<file path="config.mk">
export PLATFORM = sky130hd
export DESIGN_NAME = phantom_clock
export DESIGN_NICKNAME = d
export VERILOG_FILES = /design/src/rtl/phc_pkg.sv /design/src/rtl/phc_pattern_matcher.sv /design/src/rtl/phc_xfer_engine.sv /design/src/rtl/phc_regfile.sv /design/src/rtl/phantom_clock.sv
export SDC_FILE = /design/constraint.sdc
export NUM_CORES = 1
export LEC_CHECK = 0
export ABC_AREA = 1
export BUFFER_PORTS_ARGS = -buffer_cell sky130_fd_sc_hd__buf_2
export CAP_MARGIN = 20
export CORE_MARGIN = 3
export CORE_UTILIZATION = 30
export CTS_BUF_LIST = sky130_fd_sc_hd__clkbuf_8
export DETAILED_ROUTE_END_ITERATION = 8
export REMOVE_ABC_BUFFERS = 1
export SLEW_MARGIN = 10
export SYNTH_ARGS = -nofsm -noshare
export SYNTH_HDL_FRONTEND = slang
export SYNTH_SLANG_ARGS = --single-unit
</file>
<file path="constraint.sdc">
create_clock -name clk -period 9.8 [get_ports clk]
set_input_delay 2.45 -clock clk [delete_from_list [all_inputs] [get_ports clk]]
set_output_delay 2.45 -clock clk [all_outputs]
set_load 0.02 [all_outputs]
</file>
<file path="src/rtl/phc_pkg.sv">
package phc_pkg;
   typedef enum logic [0:0] {
      XF_IDLE = 1'b0,
      XF_OPEN = 1'b1
   } xf_state_t;

   localparam logic [63:0] PHC_KEY_DEFAULT = 64'h5CA3_3AC5_5CA3_3AC5;
endpackage

</file>
<file path="src/rtl/phc_pattern_matcher.sv">
module phc_pattern_matcher #(
   parameter int              KEY_BITS = 64,
   parameter logic [KEY_BITS-1:0] KEY  = phc_pkg::PHC_KEY_DEFAULT
) (
   input  logic clk,
   input  logic rst_n,
   input  logic stb,
   input  logic is_rd,
   input  logic wr_bit,
   input  logic enable,
   input  logic abort,
   output logic hit
);
   localparam int CW = $clog2(KEY_BITS);
   localparam logic [CW-1:0] LAST = CW'(KEY_BITS - 1);

   logic [CW-1:0] pos_q;
   logic          bit_ok;
   logic          take;

   assign bit_ok = (wr_bit == KEY[pos_q]);
   assign take   = stb && enable && !abort;
   assign hit    = take && !is_rd && bit_ok && (pos_q == LAST);

   always_ff @(posedge clk) begin
      if (!rst_n) begin
         pos_q <= '0;
      end else if (abort) begin
         pos_q <= '0;
      end else if (take) begin
         if (is_rd || !bit_ok || (pos_q == LAST))
            pos_q <= '0;
         else
            pos_q <= pos_q + 1'b1;
      end
   end

   AST_READ_RESTARTS_KEY: assert property (@(posedge clk) disable iff (!rst_n)
      (take && is_rd) |=> (pos_q == '0)) else $error("read did not restart key");

   AST_MISS_RESTARTS_KEY: assert property (@(posedge clk) disable iff (!rst_n)
      (take && !is_rd && (wr_bit != KEY[pos_q])) |=> (pos_q == '0)) else $error("mismatch kept position");
endmodule

</file>
<file path="src/rtl/phc_xfer_engine.sv">
module phc_xfer_engine #(
   parameter int NBITS = 64
) (
   input  logic             clk,
   input  logic             rst_n,
   input  logic             start,
   input  logic             stb,
   input  logic             is_rd,
   input  logic             wr_bit,
   input  logic             abort,
   input  logic [NBITS-1:0] snap,
   output logic             busy,
   output logic             rd_drive,
   output logic             rd_bit,
   output logic             commit,
   output logic [NBITS-1:0] commit_data
);
   import phc_pkg::*;

   localparam int CW = $clog2(NBITS);
   localparam logic [CW-1:0] LAST = CW'(NBITS - 1);

   xf_state_t        state_q;
   logic [CW-1:0]    idx_q;
   logic [NBITS-1:0] shadow_q;
   logic             dirty_q;
   logic             acc;
   logic             last;
   logic [NBITS-1:0] merged;

   assign busy = (state_q == XF_OPEN);
   assign acc  = stb && busy && !abort;
   assign last = (idx_q == LAST);

   always_comb begin
      merged = shadow_q;
      if (!is_rd) merged[idx_q] = wr_bit;
   end

   assign rd_drive    = acc && is_rd;
   assign rd_bit      = rd_drive && shadow_q[idx_q];
   assign commit      = acc && last && (dirty_q || !is_rd);
   assign commit_data = merged;

   always_ff @(posedge clk) begin
      if (!rst_n) begin
         state_q  <= XF_IDLE;
         idx_q    <= '0;
         shadow_q <= '0;
         dirty_q  <= 1'b0;
      end else if (abort) begin
         state_q <= XF_IDLE;
         idx_q   <= '0;
         dirty_q <= 1'b0;
      end else if (start) begin
         state_q  <= XF_OPEN;
         idx_q    <= '0;
         shadow_q <= snap;
         dirty_q  <= 1'b0;
      end else if (acc) begin
         shadow_q <= merged;
         dirty_q  <= dirty_q || !is_rd;
         if (last) begin
            state_q <= XF_IDLE;
            idx_q   <= '0;
         end else begin
            idx_q <= idx_q + 1'b1;
         end
      end
   end

   AST_COMMIT_CLOSES: assert property (@(posedge clk) disable iff (!rst_n)
      commit |=> !busy) else $error("window open after commit");

   AST_ABORT_CLOSES: assert property (@(posedge clk) disable iff (!rst_n)
      abort |=> !busy) else $error("window open after abort");

   AST_START_WHEN_IDLE: assert property (@(posedge clk) disable iff (!rst_n)
      start |-> !busy) else $error("start while open");
endmodule

</file>
<file path="src/rtl/phc_regfile.sv">
module phc_regfile #(
   parameter int               NREG     = 8,
   parameter int               RBITS    = 8,
   parameter int               DAY_IDX  = 4,
   parameter int               OSC_BIT  = 5,
   parameter int               TICK_IDX = 1,
   parameter logic [RBITS-1:0] DAY_INIT = 8'h20
) (
   input  logic                  clk,
   input  logic                  rst_n,
   input  logic                  tick,
   input  logic                  commit,
   input  logic [NREG*RBITS-1:0] commit_data,
   output logic [NREG*RBITS-1:0] regs_flat
);
   logic [RBITS-1:0] regs_q [NREG];
   logic             osc_stopped;

   assign osc_stopped = regs_q[DAY_IDX][OSC_BIT];

   for (genvar g = 0; g < NREG; g++) begin : g_reg
      localparam logic [RBITS-1:0] INIT = (g == DAY_IDX) ? DAY_INIT : '0;
      if (g == TICK_IDX) begin : g_counting
         always_ff @(posedge clk) begin
            if (!rst_n)
               regs_q[g] <= INIT;
            else if (commit)
               regs_q[g] <= commit_data[g*RBITS +: RBITS];
            else if (tick && !osc_stopped)
               regs_q[g] <= regs_q[g] + 1'b1;
         end
      end else begin : g_plain
         always_ff @(posedge clk) begin
            if (!rst_n)
               regs_q[g] <= INIT;
            else if (commit)
               regs_q[g] <= commit_data[g*RBITS +: RBITS];
         end
      end
      assign regs_flat[g*RBITS +: RBITS] = regs_q[g];
   end

   AST_FROZEN_HOLDS: assert property (@(posedge clk) disable iff (!rst_n)
      (osc_stopped && !commit) |=> $stable(regs_flat)) else $error("registers moved while frozen");

   AST_TICK_ADVANCES: assert property (@(posedge clk) disable iff (!rst_n)
      (tick && !osc_stopped && !commit) |=>
      (regs_flat[TICK_IDX*RBITS +: RBITS] == $past(regs_flat[TICK_IDX*RBITS +: RBITS]) + 1'b1))
      else $error("tick did not advance seconds");
endmodule

</file>
<file path="src/rtl/phantom_clock.sv">
module phantom_clock #(
   parameter int                      NREG      = 8,
   parameter int                      RBITS     = 8,
   parameter int                      KEY_BITS  = 64,
   parameter logic [KEY_BITS-1:0]     KEY       = phc_pkg::PHC_KEY_DEFAULT,
   parameter int                      DAY_IDX   = 4,
   parameter int                      TICK_IDX  = 1,
   parameter int                      RSTEN_BIT = 4,
   parameter int                      OSC_BIT   = 5,
   parameter logic [RBITS-1:0]        DAY_INIT  = 8'h20
) (
   input  logic clk,
   input  logic rst_n,
   input  logic acc_stb,
   input  logic acc_data_bit,
   input  logic acc_read,
   input  logic rst_pin_n,
   input  logic sec_tick,
   output logic dq_drive,
   output logic dq_out
);
   localparam int TOTAL = NREG * RBITS;

   if (DAY_IDX >= NREG || TICK_IDX >= NREG) begin : g_bad_index
      $error("register index out of range");
   end
   if (OSC_BIT >= RBITS || RSTEN_BIT >= RBITS || OSC_BIT == RSTEN_BIT) begin : g_bad_bits
      $error("control bit positions invalid");
   end
   if (TOTAL < 2 || KEY_BITS < 2) begin : g_bad_size
      $error("key and register file need at least two bits");
   end

   logic             hit;
   logic             busy;
   logic             abort;
   logic             commit;
   logic [TOTAL-1:0] commit_data;
   logic [TOTAL-1:0] regs_flat;

   assign abort = !rst_pin_n && !regs_flat[DAY_IDX*RBITS + RSTEN_BIT];

   phc_pattern_matcher #(
      .KEY_BITS (KEY_BITS),
      .KEY      (KEY)
   ) u_match (
      .clk    (clk),
      .rst_n  (rst_n),
      .stb    (acc_stb),
      .is_rd  (acc_read),
      .wr_bit (acc_data_bit),
      .enable (!busy),
      .abort  (abort),
      .hit    (hit)
   );

   phc_xfer_engine #(
      .NBITS (TOTAL)
   ) u_xfer (
      .clk         (clk),
      .rst_n       (rst_n),
      .start       (hit),
      .stb         (acc_stb),
      .is_rd       (acc_read),
      .wr_bit      (acc_data_bit),
      .abort       (abort),
      .snap        (regs_flat),
      .busy        (busy),
      .rd_drive    (dq_drive),
      .rd_bit      (dq_out),
      .commit      (commit),
      .commit_data (commit_data)
   );

   phc_regfile #(
      .NREG     (NREG),
      .RBITS    (RBITS),
      .DAY_IDX  (DAY_IDX),
      .OSC_BIT  (OSC_BIT),
      .TICK_IDX (TICK_IDX),
      .DAY_INIT (DAY_INIT)
   ) u_regs (
      .clk         (clk),
      .rst_n       (rst_n),
      .tick        (sec_tick),
      .commit      (commit),
      .commit_data (commit_data),
      .regs_flat   (regs_flat)
   );

   AST_HIT_ONLY_IDLE: assert property (@(posedge clk) disable iff (!rst_n)
      hit |-> !busy) else $error("key hit inside window");

   AST_NO_DRIVE_IDLE: assert property (@(posedge clk) disable iff (!rst_n)
      !busy |-> !dq_drive) else $error("drive outside window");

   AST_ABORT_KEEPS_REGS: assert property (@(posedge clk) disable iff (!rst_n)
      (abort && !sec_tick) |=> (regs_flat == $past(regs_flat))) else $error("abort changed registers");
endmodule

</file>
==> flow_metrics.env, run 1 <==
export IMPL_synth_edf_count=64
export IMPL_yosysWarnings=0
export IMPL_synth_xor_area_share_pct=0.892
export IMPL_avgRoutedWirePerCell_um=15.1
export IMPL_leakage_uw=0.00333
export IMPL_ir_worst_vdd_mv=0.0777
export IMPL_ctsLongestPathBuffers=2
export IMPL_overflow=0
export IMPL_antennaDiodeCount=0
export IMPL_fmax_mhz=165
export IMPL_cp_end_kind="output pin"
export IMPL_vias_per_cell=5.02
export IMPL_setup_viol=0
export IMPL_min_path_type="reg -> reg"
export IMPL_synthTopCellsByArea="edfxtp_1 24%, dfxtp_1 20%, nand2_1 18%"
export IMPL_start_util_pct=30.8
export IMPL_path_cells="buf_2 -> inv_1 -> nand2_2 -> nand3_2 -> nor2_1 -> a21boi_0 -> buf_2"
export IMPL_synth_top_area_share_pct=24.5
export IMPL_grt_max_degree=79
export IMPL_multi_input_area_um2=3760
export IMPL_status="finished, final reports clean"
export IMPL_cts_root_buf="clkbuf_8"
export IMPL_std_cell_rows=58
export IMPL_ios=9
export IMPL_clk_pin_slew_ns=0.09
export IMPL_hold_ws_ns=0.468
export IMPL_cts_buffers=17
export IMPL_synth_top_family_by_area="simple AND/OR/NAND/NOR gates"
export IMPL_vias=7147
export IMPL_synth_area_um2=7860
export IMPL_final_core_util_pct=33.4
export IMPL_synth_largest_area_cell="edfxtp_1"
export IMPL_final_area_um2=8500
export IMPL_synth_adder_area_share_pct=0.478
export IMPL_grt_pass1_wl_um=34900
export IMPL_hold_viol=0
export IMPL_dr_pass1_iters=5
export IMPL_cts_resized=0
export IMPL_yosysSeqAreaShare_pct=44.6
export IMPL_htreeDepth=4
export IMPL_critPathMaxFanout=9
export IMPL_placed_cell_area_um2=8100
export IMPL_area_growth_pct=8.20
export IMPL_drt_total_wl_um=21500
export IMPL_worst_setup_path_start_kind="input port"
export IMPL_crit_top_cell="buf_2"
export IMPL_die_h_um=168
export IMPL_syn_avg_cell_area_um2=7.11
export IMPL_synth_distinct_cells=36
export IMPL_cts_tree="done"
export IMPL_maxCapViolations=0
export IMPL_ys_ff_latch=143
export IMPL_fin_cells=1425
export IMPL_path_delay_family="simple AND/OR/NAND/NOR gates"
export IMPL_ant_nets=0
export IMPL_nFillCells=2730
export IMPL_die_width_um=168
export IMPL_netlist_instances=1105
export IMPL_crit_type="in -> out"
export IMPL_clk_latency_ns=0.46
export IMPL_io_buffers=8
export IMPL_track_usage_pct=15.3
export IMPL_cp_arrival_ns=3.60
export IMPL_critPathRequiredTime_ns=7.35
export IMPL_dp_hpwl_um=13200
export IMPL_drc_errors=0
export IMPL_cp_num_buf_inv=3
export IMPL_antenna_found_initial=0
export IMPL_synth_main_ff_cell="dfxtp_1"
export IMPL_drt_iter0_drc=612
export IMPL_cts_sinks=143
export IMPL_grt_pass1_vias=6562
export IMPL_post_cts_buffers=0
export IMPL_relSlewSlack_pct=28.3
export IMPL_rsz0062_at_grt="false"
export IMPL_place_inst=1393
export IMPL_place_congestion=0.829
export IMPL_period_share_pct=61.7
export IMPL_max_stage_delay_ns=0.29
export IMPL_fp_coreArea_um2=25500
export IMPL_synthMuxAreaShare_pct=0
export IMPL_tns_ns=0
export IMPL_die_area_um2=28200
export IMPL_slew_violations=0
export IMPL_drive_gt1_share_pct=6.12
export IMPL_tightest_slew_ns=1.07
export IMPL_seqCellArea_um2=3500
export IMPL_critPathSlowestCell="nor2_1"
export IMPL_cts_hold_buf=0
export IMPL_finClkSkew_ns=0.0164
export IMPL_num_nets_final=1092
export IMPL_synth_compound_area_share_pct=17.7
export IMPL_synth_simple_gate_area_share_pct=28.6
export IMPL_cellPowerDensity_nw_per_um2=137
export IMPL_min_period_ns=6.05
export IMPL_async_flop_share_pct=0
-- final cells by class --
type / count / share of cell area, %
multi-input combinational: 820 / 44.2
sequential: 143 / 41.2
tap: 330 / 4.86
inverter: 84 / 3.74
clock buffer: 17 / 2.75
clock inverter: 15 / 2.02
timing repair buffer: 16 / 1.18
-- synthesized netlist by cell type (2+ instances only) --
cell type  number
nand2_1       372
nor2_1        127
o21ai_0       108
dfxtp_1        79
inv_1          77
edfxtp_1       64
a21oi_1        62
o211ai_1       51
nand3_1        43
buf_2          34
clkbuf_1       15
a21o_1          7
o22ai_1         7
nor3_1          6
inv_2           5
o21ai_1         5
xor2_1          5
buf_1           4
nand4_1         4
nor2_2          4
buf_6           3
ha_1            3
o21bai_1        3
xnor2_1         3
buf_4           2
nand2_2         2
-- power breakdown --
group          internal (uW)  switching [uW]
Sequential               636            5.96
Clock                    250             241
Combinational           6.96            28.7
-- through the flow --
stage          power (uW)  setup slack (ns)
2_1_floorplan         675              2.53
3_3_place_gp          691              3.81
3_5_place_dp          691              3.76
4_1_cts              1180              3.75
5_1_grt              1210              3.66
6_report             1170              3.75
-- routing by layer --
metal | share of wire, % | vias to the layer above | track usage (%)
met2 | 44 | 203 | 23.3
met5 | 0 | - | 0
met4 | 2.0 | 0 | 4.62
li1 | - | 3598 | -
met3 | 6.5 | 28 | 3.59
met1 | 47 | 3318 | 21.6
-- kinds of logic after synthesis --
kind of cell               count (synthesis)
and+or+nand+nor                          564
AOI/OAI and AO/OA                        245
DFF                                      143
buffers and inverters                    142
xor gates and xnor gates                   8
adders and majority gates                  3
-- sequential cells by signal, summed over array words and instances, names as in the netlist, named ones only --
name             count
u_xfer.shadow_q     64
u_match.pos_q        6
u_xfer.dirty_q       1
u_xfer.idx_q         6
u_xfer.busy          1
u_regs.regs_q       64
-- final timing paths --
| kind | cells past startpoint | slack (ns) | endpoint | start |
|---|---|---|---|---|
| setup / recovery | 7 | 3.75 | dq_out | rst_pin_n |
| hold / removal | 2 | 0.47 | u_xfer.shadow_q[60]$_SDFFE_PN0P_ | u_xfer.shadow_q[60]$_SDFFE_PN0P_ |
| setup reg to reg | 9 | 6.70 | u_xfer.shadow_q[36]$_SDFFE_PN0P_ | u_xfer.idx_q[1]$_SDFFE_PP0N_ |
| hold reg to reg | 2 | 0.47 | u_xfer.shadow_q[60]$_SDFFE_PN0P_ | u_xfer.shadow_q[60]$_SDFFE_PN0P_ |
-- worst reg2reg max path, cell delays in order, from the launching register on --
cell and delay [ns]:
dfxtp_1 0.30, buf_4 0.22, clkinv_1 0.41, nand3_1 0.20, nor2_1 0.85, nand2_1 0.17
o21ai_0 0.45, o22ai_1 0.20, o21ai_1 0.16, inv_1 0.05
-- cell usage in the layout (no fill, tap or decap), types with 6 or more instances in the layout --
| master | instances |
|---|---|
| a21o_1 | 7 |
| a21oi_1 | 62 |
| buf_2 | 8 |
| buf_4 | 8 |
| clkbuf_8 | 17 |
| dfxtp_1 | 78 |
| edfxtp_1 | 64 |
| inv_1 | 77 |
| inv_2 | 6 |
| nand2_1 | 371 |
| nand3_1 | 42 |
| nor2_1 | 127 |
| nor3_1 | 6 |
| o211ai_1 | 51 |
| o21ai_0 | 108 |
| o22ai_1 | 7 |
Power figures use the tool's default switching activity.
==> inputs of run 2 (changes only) <==
==> constraint.sdc (replaced) <==
create_clock -name clk -period 6.2 [get_ports clk]
set_input_delay 1.55 -clock clk [delete_from_list [all_inputs] [get_ports clk]]
set_output_delay 1.55 -clock clk [all_outputs]
set_load 0.02 [all_outputs]
==> flow_metrics.env, run 2 (synthesis results as in run 1) <==
export IMPL_start_util_pct=30.8
export IMPL_hold_depth=2
export IMPL_die_area_um2=28200
export IMPL_drt_total_wl_um=21300
export IMPL_tns_ns=0
export IMPL_grt_pass1_vias=6577
export IMPL_power_switching_uw=437
export IMPL_final_cell_mix="371 x nand2_1, 127 x nor2_1, 108 x o21ai_0"
export IMPL_min_path_type="reg -> reg"
export IMPL_finalPower_uw=1890
export IMPL_dr_pass1_iters=5
export IMPL_cts_tree="done"
export IMPL_hp_start="u_xfer.shadow_q[61]$_SDFFE_PN0P_"
export IMPL_clkPwrFrac_pct=43.3
export IMPL_cts_root_buf="clkbuf_8"
export IMPL_comb_power_share_pct=3.1
export IMPL_vias=7073
export IMPL_antennaDiodeCount=0
export IMPL_holdPathEnd="u_xfer.shadow_q[61]$_SDFFE_PN0P_"
export IMPL_drc_errors=0
export IMPL_pwr_share_seq_pct=53.7
export IMPL_reg2reg_depth=9
export IMPL_ctsLongestPathBuffers=2
export IMPL_final_core_util_pct=33.6
export IMPL_drt_iter0_drc=606
export IMPL_layout_setup_ws_ns=1.94
export IMPL_placed_cell_area_um2=8130
export IMPL_final_common_cell="nand2_1"
export IMPL_fmax_mhz=235
export IMPL_post_cts_buffers=0
export IMPL_worst_setup_path_start_kind="input port"
export IMPL_cp_arrival_ns=2.71
export IMPL_min_period_ns=4.26
export IMPL_ios=9
export IMPL_setup_viol=0
export IMPL_io_buffers=8
export IMPL_hold_viol=0
export IMPL_rsz0062_at_grt="false"
export IMPL_overflow=0
export IMPL_place_ws_ns=1.87
export IMPL_finClkSkew_ns=0.0125
export IMPL_die_width_um=168
export IMPL_ff2ff_setup_slack_ns=3.05
export IMPL_cellPowerDensity_nw_per_um2=221
export IMPL_htreeDepth=4
export IMPL_dp_hpwl_um=13300
export IMPL_netSwitchingFraction_pct=23.1
export IMPL_std_cell_rows=58
export IMPL_fp_coreArea_um2=25500
export IMPL_ir_worst_vdd_mv=0.130
export IMPL_place_congestion=0.821
export IMPL_die_h_um=168
export IMPL_critPathRequiredTime_ns=4.65
export IMPL_tightest_slew_ns=1.03
export IMPL_clk_latency_ns=0.45
export IMPL_maxCapViolations=0
export IMPL_largestRegisters="u_regs.regs_q x64, u_xfer.shadow_q x64"
export IMPL_drive_gt1_share_pct=6.38
export IMPL_worstReg2RegStart="u_xfer.idx_q[0]$_SDFFE_PP0N_"
export IMPL_cts_buffers=17
export IMPL_cp_end_kind="output pin"
export IMPL_vias_per_cell=4.95
export IMPL_grt_max_degree=76
export IMPL_track_usage_pct=15.1
export IMPL_crit_type="in -> out"
export IMPL_leakage_uw=0.00336
export IMPL_ant_nets=0
export IMPL_final_area_um2=8560
export IMPL_cts_hold_buf=0
export IMPL_antenna_found_initial=0
export IMPL_critPathMaxFanout=9
export IMPL_slew_violations=0
export IMPL_period_share_pct=68.6
export IMPL_num_nets_final=1095
export IMPL_relSlewSlack_pct=30.8
export IMPL_avgRoutedWirePerCell_um=14.9
export IMPL_grt_pass1_wl_um=34800
export IMPL_status="finished, final reports clean"
export IMPL_r2r_end="u_regs.regs_q[0][15]$_DFFE_PP_"
export IMPL_cts_resized=0
export IMPL_cts_sinks=143
export IMPL_area_growth_pct=8.93
export IMPL_p_int_uw=1450
export IMPL_clk_pin_slew_ns=0.08
-- run 2: layout make-up --
cell class                      count  area (um2)
Fill cell                        2719       16900
Multi-Input combinational cell    820        3760
Sequential cell                   143        3500
Tap cell                          330         413
Inverter                           84         318
Clock buffer                       17         234
Clock inverter                     15         194
Timing Repair Buffer               19         135
-- run 2: metal layers --
metal  GRT usage, %  vias to the layer above  part of all wire, %
met2           23.8                      168                   44
li1               -                     3604                    -
met1           21.3                     3280                   49
met5              0                        -                    0
met4           3.84                        0                  1.3
met3           3.05                       21                  5.1
-- run 2: power by group through the flow --
stage               Sequential, uW  Clock [uW]  Combinational (uW)
finish                        1010         818                57.9
global route                  1020         881                63.8
CTS                           1010         839                58.1
detailed placement            1040           0                57.9
global placement              1040           0                57.6
floorplan                     1030           0                33.1
-- run 2: worst max-delay path by stage --
stage,startpoint,endpoint,slack (ns),cells past startpoint
floorplan,acc_data_bit,u_xfer.shadow_q[11]$_SDFFE_PN0P_,-0.17,10
global placement,rst_pin_n,dq_out,1.96,7
detailed placement,acc_data_bit,u_xfer.shadow_q[48]$_SDFFE_PN0P_,1.87,12
CTS,rst_pin_n,dq_out,1.94,7
global route,rst_pin_n,dq_out,1.86,7
finish,rst_pin_n,dq_out,1.94,7
-- run 2: critical path, cell delays in order --
cell,delay [ns]
buf_2,0.09
inv_1,0.05
nand2_2,0.07
nand3_2,0.22
nor2_1,0.30
a21boi_0,0.23
buf_2,0.19
-- run 2: per-stage QoR --
step	hold slack [ns]	instances
final	0.471	1428
after global routing	0.487	1428
after CTS	0.470	1428
after detailed placement	0.457	1396
after global placement	0.452	1396
after floorplan	0.445	1047
==> inputs of run 3 (changes only) <==
==> constraint.sdc (replaced) <==
create_clock -name clk -period 4.4 [get_ports clk]
set_input_delay 1.1 -clock clk [delete_from_list [all_inputs] [get_ports clk]]
set_output_delay 1.1 -clock clk [all_outputs]
set_load 0.02 [all_outputs]
==> flow_metrics.env, run 3 (synthesis results as in run 1) <==
export IMPL_ios=9
export IMPL_min_path_type="reg -> reg"
export IMPL_cts_tree="done"
export IMPL_area_growth_pct=9.41
export IMPL_reg2reg_depth=8
export IMPL_setup_viol=0
export IMPL_die_area_um2=28200
export IMPL_tightest_slew_ns=1.08
export IMPL_final_cell_mix="371 x nand2_1, 127 x nor2_1, 108 x o21ai_0"
export IMPL_grt_max_degree=57
export IMPL_leakage_uw=0.00338
export IMPL_dr_pass1_iters=4
export IMPL_hold_depth=2
export IMPL_r2r_end="u_xfer.shadow_q[36]$_SDFFE_PN0P_"
export IMPL_ctsLongestPathBuffers=2
export IMPL_crit_type="reg -> out"
export IMPL_rsz0062_at_grt="false"
export IMPL_fin_cells=1430
export IMPL_drive_gt1_share_pct=6.64
export IMPL_critPathRequiredTime_ns=3.30
export IMPL_worstReg2RegStart="u_xfer.idx_q[0]$_SDFFE_PP0N_"
export IMPL_htreeDepth=4
export IMPL_place_inst=1398
export IMPL_drt_total_wl_um=21300
export IMPL_overflow=0
export IMPL_place_congestion=0.888
export IMPL_hold_ws_ns=0.467
export IMPL_ff2ff_setup_slack_ns=1.61
export IMPL_ant_nets=0
export IMPL_drt_iter0_drc=586
export IMPL_io_buffers=8
export IMPL_die_h_um=168
export IMPL_num_nets_final=1097
export IMPL_hp_start="u_xfer.shadow_q[42]$_SDFFE_PN0P_"
export IMPL_maxCapViolations=0
export IMPL_largestRegisters="u_regs.regs_q x64, u_xfer.shadow_q x64"
export IMPL_clk_latency_ns=0.46
export IMPL_period_share_pct=84.9
export IMPL_cts_buffers=17
export IMPL_vias_per_cell=4.92
export IMPL_status="finished, final reports clean"
export IMPL_fmax_mhz=268
export IMPL_cts_resized=0
export IMPL_grt_pass1_vias=6785
export IMPL_track_usage_pct=15.5
export IMPL_cts_sinks=143
export IMPL_nFillCells=2718
export IMPL_avgRoutedWirePerCell_um=14.9
export IMPL_vias=7041
export IMPL_final_common_cell="nand2_1"
export IMPL_cp_arrival_ns=2.63
export IMPL_cts_hold_buf=0
export IMPL_holdPathEnd="u_xfer.shadow_q[42]$_SDFFE_PN0P_"
export IMPL_std_cell_rows=58
export IMPL_cellPowerDensity_nw_per_um2=307
export IMPL_hold_viol=0
export IMPL_crit_start="u_xfer.idx_q[0]$_SDFFE_PP0N_"
export IMPL_antennaDiodeCount=0
export IMPL_ir_worst_vdd_mv=0.163
export IMPL_finClkSkew_ns=0.0147
export IMPL_post_cts_buffers=0
export IMPL_clk_pin_slew_ns=0.08
export IMPL_worst_setup_path_start_kind="flop"
export IMPL_drc_errors=0
export IMPL_relSlewSlack_pct=27.8
export IMPL_die_width_um=168
export IMPL_min_period_ns=3.73
export IMPL_fp_coreArea_um2=25500
export IMPL_slew_violations=0
export IMPL_dp_hpwl_um=13800
export IMPL_cp_end_kind="output pin"
export IMPL_critPathMaxFanout=23
export IMPL_cts_root_buf="clkbuf_8"
export IMPL_start_util_pct=30.8
export IMPL_antenna_found_initial=0
export IMPL_grt_pass1_wl_um=35500
[run 3: worst max path at each step]
| stage | to |
|---|---|
| floorplan | u_xfer.shadow_q[11]$_SDFFE_PN0P_ |
| global placement | dq_out |
| detailed placement | dq_out |
| CTS | dq_out |
| global route | dq_out |
| finish | dq_out |
[run 3: critical path: stages (launching register included)]
cell and delay, ns:
dfxtp_2 0.57, inv_1 0.29, nor2_2 0.26, nand2_1 0.07, o21ai_0 0.08, nor2_1 0.06, nand2_1 0.06, nand2_1 0.06
nand2_1 0.06, nor2_1 0.04, a21boi_0 0.37, buf_2 0.25
[run 3: stage by stage]
stage	TNS (ns)	utilization [%]	total power [uW]	area [um2]	setup WS, ns
final	0	33.8	2640	8600	0.665
after global routing	0	33.8	2740	8600	0.356
after CTS	0	33.8	2670	8600	0.680
after detailed placement	0	32.1	1540	8170	0.914
after global placement	0	32.1	1540	8170	0.937
after floorplan	-94.66	-	1500	7570	-1.52
[run 3: cell type report]
cell class,count,area [um2],share of cell area (%)
well taps,330,413,4.80
flip-flops and latches,143,3500,40.8
multi-input cells,820,3760,43.7
inverters,84,318,3.70
repair buffers,21,175,2.04
clock inverters,11,136,1.59
clock buffers,21,289,3.36
[run 3: report_power, final]
part | internal [uW] | total [uW] | switching (uW)
Clock | 615 | 1130 | 517
Combinational | 17.4 | 80.7 | 63.3
Sequential | 1420 | 1430 | 13.9
Total | 2050 | 2640 | 594
[run 3: per-layer routing]
metal,wire length [um],track usage (%),vias to the layer above
met2,9550,24.3,211
li1,-,-,3608
met4,337,4.27,0
met5,0,0,-
met1,10200,21.9,3197
met3,1230,2.82,25
